### config.mk
export PLATFORM = sky130hd
export DESIGN_NAME = flash_seq_top
export DESIGN_NICKNAME = d
export VERILOG_FILES = /design/src/rtl/flash_seq_pkg.sv /design/src/rtl/flash_cmd_gen.sv /design/src/rtl/flash_poll_timer.sv /design/src/rtl/flash_seq_top.sv
export SDC_FILE = /design/constraint.sdc
export NUM_CORES = 1
export LEC_CHECK = 0
export BUFFER_PORTS_ARGS = -buffer_cell sky130_fd_sc_hd__clkbuf_2
export CAP_MARGIN = 20
export CELL_PAD_IN_SITES_DETAIL_PLACEMENT = 1
export CELL_PAD_IN_SITES_GLOBAL_PLACEMENT = 1
export CORE_MARGIN = 4
export CORE_UTILIZATION = 35
export CTS_CLUSTER_SIZE = 14
export DETAILED_ROUTE_END_ITERATION = 8
export PLACE_DENSITY = 0.85
export SYNTH_ARGS = -nofsm -noshare
export SYNTH_HDL_FRONTEND = slang
export SYNTH_SLANG_ARGS = --single-unit
### constraint.sdc
create_clock -name clk -period 5 [get_ports clk]
set_input_delay 1 -clock clk [delete_from_list [all_inputs] [get_ports clk]]
set_output_delay 1 -clock clk [all_outputs]
set_load 0.02 [all_outputs]
### src/rtl/flash_seq_pkg.sv
package flash_seq_pkg;

  typedef enum logic [2:0] {
    S_IDLE,
    S_CMD,
    S_WAIT,
    S_READ,
    S_CHECK,
    S_ABORT,
    S_FIN
  } seq_state_e;

  localparam logic [11:0] UNLK_ADDR_A = 12'h555;
  localparam logic [11:0] UNLK_ADDR_B = 12'h2AA;
  localparam logic [7:0]  UNLK_DATA_A = 8'hAA;
  localparam logic [7:0]  UNLK_DATA_B = 8'h55;
  localparam logic [7:0]  CODE_PROG   = 8'hA0;
  localparam logic [7:0]  CODE_ESETUP = 8'h80;
  localparam logic [7:0]  CODE_CHIP   = 8'h10;
  localparam logic [7:0]  CODE_RESET  = 8'hF0;

  localparam int PROG_STEPS  = 4;
  localparam int ERASE_STEPS = 6;
  localparam int STEP_W      = 3;

endpackage

### src/rtl/flash_cmd_gen.sv
module flash_cmd_gen
  import flash_seq_pkg::*;
#(
  parameter int AW = 20,
  parameter int DW = 16
) (
  input  logic              is_erase,
  input  logic [STEP_W-1:0] step,
  input  logic [AW-1:0]     tgt_addr,
  input  logic [DW-1:0]     tgt_data,
  output logic [AW-1:0]     cmd_addr,
  output logic [DW-1:0]     cmd_data,
  output logic              cmd_last
);

  localparam logic [AW-1:0] A_ONE = AW'(UNLK_ADDR_A);
  localparam logic [AW-1:0] A_TWO = AW'(UNLK_ADDR_B);

  always_comb begin
    cmd_addr = A_ONE;
    cmd_data = DW'(UNLK_DATA_A);
    if (is_erase) begin
      cmd_last = (step == STEP_W'(ERASE_STEPS - 1));
      case (step)
        3'd0: begin cmd_addr = A_ONE; cmd_data = DW'(UNLK_DATA_A); end
        3'd1: begin cmd_addr = A_TWO; cmd_data = DW'(UNLK_DATA_B); end
        3'd2: begin cmd_addr = A_ONE; cmd_data = DW'(CODE_ESETUP); end
        3'd3: begin cmd_addr = A_ONE; cmd_data = DW'(UNLK_DATA_A); end
        3'd4: begin cmd_addr = A_TWO; cmd_data = DW'(UNLK_DATA_B); end
        default: begin cmd_addr = A_ONE; cmd_data = DW'(CODE_CHIP); end
      endcase
    end else begin
      cmd_last = (step == STEP_W'(PROG_STEPS - 1));
      case (step)
        3'd0: begin cmd_addr = A_ONE; cmd_data = DW'(UNLK_DATA_A); end
        3'd1: begin cmd_addr = A_TWO; cmd_data = DW'(UNLK_DATA_B); end
        3'd2: begin cmd_addr = A_ONE; cmd_data = DW'(CODE_PROG); end
        default: begin cmd_addr = tgt_addr; cmd_data = tgt_data; end
      endcase
    end
  end

endmodule

### src/rtl/flash_poll_timer.sv
module flash_poll_timer #(
  parameter int POLL_GAP = 8,
  parameter int TW       = 8
) (
  input  logic          clk,
  input  logic          rst_n,
  input  logic          gap_run,
  input  logic          fail_inc,
  input  logic          fail_clr,
  input  logic [TW-1:0] limit,
  output logic          gap_hit,
  output logic          limit_last
);

  localparam int GW = (POLL_GAP < 2) ? 1 : $clog2(POLL_GAP);
  localparam logic [GW-1:0] GAP_END = GW'(POLL_GAP - 1);

  logic [GW-1:0] gap_q, gap_d;
  logic [TW-1:0] fail_q, fail_d;
  logic [TW:0]   fail_plus;

  always_comb begin
    gap_d = gap_run ? (gap_q + 1'b1) : '0;
    if (gap_run && gap_q == GAP_END) gap_d = '0;
  end

  always_comb begin
    fail_d = fail_q;
    if (fail_clr)      fail_d = '0;
    else if (fail_inc) fail_d = fail_q + 1'b1;
  end

  assign gap_hit    = gap_run && (gap_q == GAP_END);
  assign fail_plus  = {1'b0, fail_q} + 1'b1;
  assign limit_last = (fail_plus >= {1'b0, limit});

  always_ff @(posedge clk or negedge rst_n) begin
    if (!rst_n) begin
      gap_q  <= '0;
      fail_q <= '0;
    end else begin
      gap_q  <= gap_d;
      fail_q <= fail_d;
    end
  end

endmodule

### src/rtl/flash_seq_top.sv
module flash_seq_top
  import flash_seq_pkg::*;
#(
  parameter int AW       = 20,
  parameter int DW       = 16,
  parameter int TW       = 8,
  parameter int POLL_GAP = 8
) (
  input  logic          clk,
  input  logic          rst_n,
  input  logic          req_valid,
  output logic          req_ready,
  input  logic          req_erase,
  input  logic [AW-1:0] req_addr,
  input  logic [DW-1:0] req_data,
  input  logic [TW-1:0] timeout_limit,
  output logic          bus_we,
  output logic          bus_re,
  output logic [AW-1:0] bus_addr,
  output logic [DW-1:0] bus_wdata,
  input  logic [DW-1:0] bus_rdata,
  output logic          done,
  output logic          error
);

  logic [1:0] rst_sync_q;
  logic       rst_int_n;

  always_ff @(posedge clk or negedge rst_n) begin
    if (!rst_n) rst_sync_q <= 2'b00;
    else        rst_sync_q <= {rst_sync_q[0], 1'b1};
  end
  assign rst_int_n = rst_sync_q[1];

  seq_state_e        state_q, state_d;
  logic [STEP_W-1:0] step_q, step_d;
  logic              erase_q, err_q, err_d, cap_en;
  logic [AW-1:0]     addr_q;
  logic [DW-1:0]     data_q;

  logic [AW-1:0] cmd_addr;
  logic [DW-1:0] cmd_data;
  logic          cmd_last;
  logic          gap_hit, limit_last, poll_ok, poll_fail;
  logic          rdata_unused;

  assign rdata_unused = ^{bus_rdata[DW-1:8], bus_rdata[6:0]};

  flash_cmd_gen #(.AW(AW), .DW(DW)) u_cmd (
    .is_erase (erase_q),
    .step     (step_q),
    .tgt_addr (addr_q),
    .tgt_data (data_q),
    .cmd_addr (cmd_addr),
    .cmd_data (cmd_data),
    .cmd_last (cmd_last)
  );

  flash_poll_timer #(.POLL_GAP(POLL_GAP), .TW(TW)) u_tmr (
    .clk        (clk),
    .rst_n      (rst_int_n),
    .gap_run    (state_q == S_WAIT),
    .fail_inc   (poll_fail),
    .fail_clr   (state_q == S_IDLE),
    .limit      (timeout_limit),
    .gap_hit    (gap_hit),
    .limit_last (limit_last)
  );

  assign poll_ok   = erase_q ? bus_rdata[7] : (bus_rdata[7] == data_q[7]);
  assign poll_fail = (state_q == S_CHECK) && !poll_ok;

  always_comb begin
    state_d = state_q;
    step_d  = step_q;
    err_d   = err_q;
    cap_en  = 1'b0;
    case (state_q)
      S_IDLE: begin
        if (req_valid) begin
          cap_en  = 1'b1;
          step_d  = '0;
          err_d   = 1'b0;
          state_d = S_CMD;
        end
      end
      S_CMD: begin
        if (cmd_last) state_d = S_WAIT;
        else          step_d  = step_q + 1'b1;
      end
      S_WAIT:  if (gap_hit) state_d = S_READ;
      S_READ:  state_d = S_CHECK;
      S_CHECK: begin
        if (poll_ok) begin
          state_d = S_FIN;
        end else if (limit_last) begin
          err_d   = 1'b1;
          state_d = S_ABORT;
        end else begin
          state_d = S_WAIT;
        end
      end
      S_ABORT: state_d = S_FIN;
      S_FIN:   state_d = S_IDLE;
      default: state_d = S_IDLE;
    endcase
  end

  always_ff @(posedge clk or negedge rst_int_n) begin
    if (!rst_int_n) begin
      state_q <= S_IDLE;
      step_q  <= '0;
      err_q   <= 1'b0;
    end else begin
      state_q <= state_d;
      step_q  <= step_d;
      err_q   <= err_d;
    end
  end

  always_ff @(posedge clk or negedge rst_int_n) begin
    if (!rst_int_n) begin
      erase_q <= 1'b0;
      addr_q  <= '0;
      data_q  <= '0;
    end else if (cap_en) begin
      erase_q <= req_erase;
      addr_q  <= req_addr;
      data_q  <= req_data;
    end
  end

  always_comb begin
    bus_addr  = '0;
    bus_wdata = '0;
    case (state_q)
      S_CMD: begin
        bus_addr  = cmd_addr;
        bus_wdata = cmd_data;
      end
      S_READ:  bus_addr = addr_q;
      S_ABORT: begin
        bus_addr  = addr_q;
        bus_wdata = DW'(CODE_RESET);
      end
      default: ;
    endcase
  end

  assign req_ready = (state_q == S_IDLE);
  assign bus_we    = (state_q == S_CMD) || (state_q == S_ABORT);
  assign bus_re    = (state_q == S_READ);
  assign done      = (state_q == S_FIN);
  assign error     = done && err_q;

endmodule

==> results.json, run 1 <==
{
  "status": "finished, final reports clean",
  "layout_commonest_cell": "nand2_1",
  "htreeDepth": 3,
  "worst_r2r_startpoint": "u_tmr.fail_q[0]",
  "r2r_end": "state_q[0]",
  "clkSinkCount": 57,
  "r2r_slack_ns": 2.46,
  "gp_congestion": 0.880,
  "crit_arrival_ns": 2.61,
  "start_util": 0.366,
  "drt_iter0_markers": 168,
  "fin_crit_sh": 0.722,
  "routed-wl-met2_um": 4730,
  "hold_buffers": 0,
  "avgRoutedWirePerCell_um": 16.0,
  "drt_drc_violations_left": 0,
  "clk_latency_ns": 0.33,
  "synth_top_family_by_area": "simple AND/OR/NAND/NOR gates",
  "die_area_um2": 10900,
  "synth_edf_count": 0,
  "synthSimpleGateAreaFrac": 0.299,
  "synth_ff_type": "dfrtp_1",
  "setup.worst_path.start_class": "register",
  "layout_common_cells": "nand2_1, clkbuf_2, dfrtp_1",
  "grt_overflow": 0,
  "place_area_um2": 3770,
  "antennaDiodeCount": 0,
  "synth_area_um2": 3250,
  "ios": 105,
  "netSwitchingFraction": 0.475,
  "hpwl_um": 6850,
  "p_int_w": 0.00128,
  "drive_gt1_frac": 0.237,
  "cts_setup_buffers": 0,
  "cts-buffers-inserted": 9,
  "timing.final.crit_period_ns": 3.61,
  "r2r_cells": 9,
  "worst_ir_drop_vdd_uv": 217,
  "synth-seq-cells": 57,
  "routed.top_layer": "met4",
  "synthDistinctLibCells": 47,
  "root_buffer": "clkbuf_8",
  "path_class": "reg -> out",
  "setup_viol": 0,
  "synth_area_leaders": "dfrtp_1, nand2_1, ha_1, and2_1, a21oi_1",
  "grt_max_degree": 40,
  "max_cap_violations": 0,
  "synth_compound_area_frac": 0.134,
  "p_sw_w": 0.00116,
  "seq_area_frac_synth": 0.438,
  "crit_fanout": 11,
  "fmax_ghz": 0.277,
  "seqPwrFrac": 0.326,
  "final_nets": 560,
  "synth_mux_area_frac": 0.00308,
  "cts_resized": 0,
  "slew_headroom": 0.564,
  "synth_warnings": 0,
  "tightest_slew_ns": 0.654,
  "pwr_density_cell_nw_per_um2": 616,
  "postRouteWirelength_um": 9500,
  "p_comb_frac": 0.496,
  "vias_per_cell": 5.12,
  "cp-end-kind": "primary output",
  "clock_path_buffers": 2,
  "syn_nets": 472,
  "hp-class": "reg -> async",
  "ant_nets": 0,
  "portBuffers": 89,
  "dr.pass1.iters": 4,
  "synth_area_leader_cell": "dfrtp_1",
  "wl_met1_um": 4160,
  "skew_ns": 0.0111,
  "rsz0062_at_grt": "false",
  "fin_tns_setup_ns": 0,
  "synth_cells": 392,
  "grt_pass1_vias": 3291,
  "die_w_um": 104,
  "finalInstanceArea_um2": 3970,
  "num_rows": 34,
  "hold_viol_final": 0,
  "synthXorXnorAreaFrac": 0.0135,
  "pwr-share-clk": 0.178,
  "core_area_um2": 8890,
  "wl_met3_um": 442,
  "syn_area_per_cell_um2": 8.30,
  "antenna_found_initial": 0,
  "path_clk_slew_ns": 0.07,
  "grt_pass1_wl_um": 15900,
  "synthAdderAreaFrac": 0.0615,
  "synth.top_cell.area_share": 0.438,
  "syn2layout_area_growth_pct": 21.8,
  "vias": 3038,
  "num-fill-cells": 1101,
  "cts_tree": "done",
  "fin_util": 0.446,
  "leakage_nw": 2.22,
  "track_usage": 0.178,
  "finalMaxSlewViolations": 0,
  "critical_path_required_ns": 4.00,
  "die_h_um": 104,
  "async_flop_share": 1.00
}
-- synthesized netlist by cell type, types with 2 or more instances --
| library cell | count |
|---|---|
| nand2_1 | 133 |
| dfrtp_1 | 57 |
| and2_1 | 24 |
| a21oi_1 | 18 |
| ha_1 | 16 |
| inv_1 | 16 |
| nand3_1 | 14 |
| o21ai_0 | 14 |
| nor2_1 | 13 |
| a21o_1 | 10 |
| nand2b_1 | 8 |
| and3_1 | 7 |
| buf_2 | 6 |
| clkbuf_1 | 6 |
| nand4_1 | 5 |
| buf_6 | 4 |
| a211o_1 | 3 |
| nor3_1 | 3 |
| xnor2_1 | 3 |
| o21bai_1 | 2 |
| o221ai_1 | 2 |
| or3_1 | 2 |
| xor2_1 | 2 |
-- cell type report --
type,count,area [um^2],area share
Multi-Input combinational cell,302,1670,0.420
Sequential cell,57,1430,0.360
Timing Repair Buffer,93,475,0.120
Clock buffer,11,141,0.0357
Tap cell,108,135,0.0341
Inverter,17,63.8,0.0161
Clock inverter,5,55.1,0.0139
-- power groups by stage --
stage          clock network (W)  logic [W]  registers [W]
6_report                0.000436    0.00121       0.000795
2_1_floorplan                  0   0.000916       0.000717
4_1_cts                 0.000449    0.00122       0.000795
5_1_grt                 0.000471    0.00135       0.000824
3_3_place_gp                   0    0.00116       0.000785
3_5_place_dp                   0    0.00120       0.000801
-- critical path: stages (launching register included) --
cell and delay [ns]:
dfrtp_1 0.48, inv_1 0.12, ha_1 0.27, o21bai_1 0.16
buf_4 0.19, nand3_1 0.11, a21oi_1 0.54, and2_1 0.23
clkbuf_2 0.17
-- metal layers --
metal  global-route usage  up-vias
met2                0.306       77
met4               0.0741        0
met3               0.0348       13
met5                    0        -
met1                0.217     1473
li1                     -     1475
-- stage by stage --
stage	cells	hold WS, ns	worst slack (ns)	total power [W]
floorplan	392	0.331	2.25	0.00163
finish	593	0.194	1.39	0.00244
CTS	593	0.212	1.35	0.00246
detailed placement	577	0.210	1.80	0.00200
global route	593	0.236	1.13	0.00264
global placement	577	0.203	1.86	0.00194
-- state kept, by name, summed over array words and instances, names as in the netlist --
name and count:
rst_sync_q 2, err_q 1, u_tmr.gap_q 3, u_tmr.fail_q 8, state_q 3, data_q 16
erase_q 1, addr_q 20, step_q 3
-- worst max path at each step --
stage / from / endpoint / slack (ns) / cells after the start
after global placement: step_q[0] / bus_addr[12] / 1.86 / 8
after floorplan: step_q[0] / bus_wdata[5] / 2.25 / 6
final: step_q[0] / bus_addr[13] / 1.39 / 8
after CTS: step_q[0] / bus_addr[13] / 1.35 / 8
after detailed placement: step_q[0] / bus_addr[13] / 1.80 / 8
after global routing: step_q[0] / bus_addr[11] / 1.13 / 8
-- kinds of logic after synthesis --
family,Yosys count
other cells,1
compound gates,64
fa+ha+maj,16
mux,1
flops,57
buf+inv,33
xor+xnor,5
simple gates,215
Note: power is estimated with default switching activity, not from simulation.
==> run 2: changes to the inputs <==
==> constraint.sdc (replaced) <==
create_clock -name clk -period 3.5 [get_ports clk]
set_input_delay 0.7 -clock clk [delete_from_list [all_inputs] [get_ports clk]]
set_output_delay 0.7 -clock clk [all_outputs]
set_load 0.02 [all_outputs]
==> run 2 against run 1 <==
Global-route usage fell by 1.0 points. First-iteration DRC count down 14%. Combinational power increased by 43%. Highest routed layer unchanged. Wire length fell by 4.6%. Cell area rose by 1.7%. Sequential share of layout area fell by 0.60 points. Die area did not move. Utilization up 0.76 points. Clock-buffer cell count unchanged. Largest cell class unchanged. Critical path depth fell by 1. Worst setup slack worse by 1.0 ns. Clock power increased by 74%.
==> results.json, run 2 (same netlist as run 1, synthesis figures left out) <==
{
  "portBuffers": 89,
  "die_area_um2": 10900,
  "clkSinkCount": 57,
  "pwr_density_cell_nw_per_um2": 897,
  "finalInstanceArea_um2": 4030,
  "clk_latency_ns": 0.33,
  "clock_path_buffers": 2,
  "hpwl_um": 6920,
  "dp_slack_ns": 0.694,
  "worst_r2r_startpoint": "u_tmr.fail_q[0]",
  "grt_pass1_vias": 3157,
  "reg_top3": "addr_q: 20 flops, data_q: 16 flops, u_tmr.fail_q: 8 flops",
  "core_area_um2": 8890,
  "grt_pass1_wl_um": 15100,
  "die_w_um": 104,
  "avgRoutedWirePerCell_um": 15.3,
  "max_cap_violations": 0,
  "vias": 3027,
  "hold_viol_final": 0,
  "start_util": 0.366,
  "rsz0062_at_grt": "false",
  "postRouteWirelength_um": 9060,
  "num_rows": 34,
  "ios": 105,
  "die_h_um": 104,
  "leakage_nw": 2.25,
  "dr.pass1.iters": 5,
  "r2r_cells": 9,
  "root_buffer": "clkbuf_8",
  "ant_nets": 0,
  "path_clk_slew_ns": 0.07,
  "status": "finished, final reports clean",
  "worst_ir_drop_vdd_uv": 387,
  "layout_commonest_cell": "nand2_1",
  "gp_congestion": 0.923,
  "fin_tns_setup_ns": 0,
  "track_usage": 0.168,
  "htreeDepth": 3,
  "hp-class": "in -> async",
  "num-fill-cells": 1111,
  "cts-buffers-inserted": 9,
  "skew_ns": 0.00905,
  "vias_per_cell": 5.10,
  "grt_overflow": 0,
  "hold_buffers": 0,
  "fin_crit_sh": 0.900,
  "syn2layout_area_growth_pct": 23.9,
  "drt_drc_violations_left": 0,
  "place_area_um2": 3770,
  "crit_arrival_ns": 2.45,
  "timing.final.crit_period_ns": 3.15,
  "drt_iter0_markers": 144,
  "tightest_slew_ns": 0.655,
  "antennaDiodeCount": 0,
  "path_class": "reg -> out",
  "cp-end-kind": "primary output",
  "cts_setup_buffers": 0,
  "fin_ws_ns": 0.349,
  "slew_headroom": 0.563,
  "crit_fanout": 9,
  "cts_tree": "done",
  "setup_viol": 0,
  "antenna_found_initial": 0,
  "largest_reg_flops": 20,
  "finalMaxSlewViolations": 0,
  "r2r_slack_ns": 0.95,
  "final_nets": 561,
  "drive_gt1_frac": 0.239,
  "critical_path_required_ns": 2.80,
  "fmax_ghz": 0.317,
  "layout_common_cells": "nand2_1, clkbuf_2, dfrtp_1",
  "cts_resized": 0,
  "largest_register": "addr_q",
  "grt_max_degree": 50,
  "r2r_end": "state_q[0]",
  "setup.worst_path.start_class": "register"
}
run 2: metrics by stage:
step	hold slack, ns	util	cells	total power (W)
CTS	0.128	0.451	593	0.00365
global route	0.130	0.454	594	0.00391
finish	0.143	0.454	594	0.00362
floorplan	0.331	-	392	0.00233
global placement	0.339	0.424	577	0.00278
detailed placement	0.344	0.424	577	0.00288
run 2: layout make-up:
type,count,area [um^2],area share
Sequential cell,57,1430,0.354
Clock inverter,5,103,0.0254
Timing Repair Buffer,94,495,0.123
Clock buffer,11,141,0.0351
Tap cell,108,135,0.0335
Multi-Input combinational cell,302,1670,0.413
Inverter,17,63.8,0.0158
run 2: how the worst max path moves through the flow:
stage               depth (start not counted)      endpoint  startpoint
CTS                                         7  bus_addr[14]   step_q[0]
global placement                            7  bus_addr[12]   step_q[0]
floorplan                                   6  bus_wdata[5]   step_q[0]
global route                                7  bus_addr[13]   step_q[0]
finish                                      7  bus_addr[14]   step_q[0]
detailed placement                          7  bus_addr[14]   step_q[0]
run 2: worst max-delay path: stages, from the launching register on:
cell      delay (ns)
dfrtp_1         0.49
inv_1           0.11
ha_1            0.26
o21bai_1        0.19
nand3_1         0.12
a21oi_1         0.56
and2_1          0.23
clkbuf_2        0.17
run 2: power by group:
group / switching, W / internal (W) / leakage, nW
clock network: 0.000268 / 0.000492 / 0.120
logic: 0.00115 / 0.000583 / 1.41
registers: 0.000221 / 0.000907 / 0.726
total: 0.00164 / 0.00198 / 2.25
run 2: layer usage:
layer	global-route usage	share of wire	vias to the layer above
met1	0.209	0.44	1469
li1	-	-	1476
met2	0.287	0.50	65
met4	0.0665	0.020	0
met5	0	0	-
met3	0.0298	0.042	17
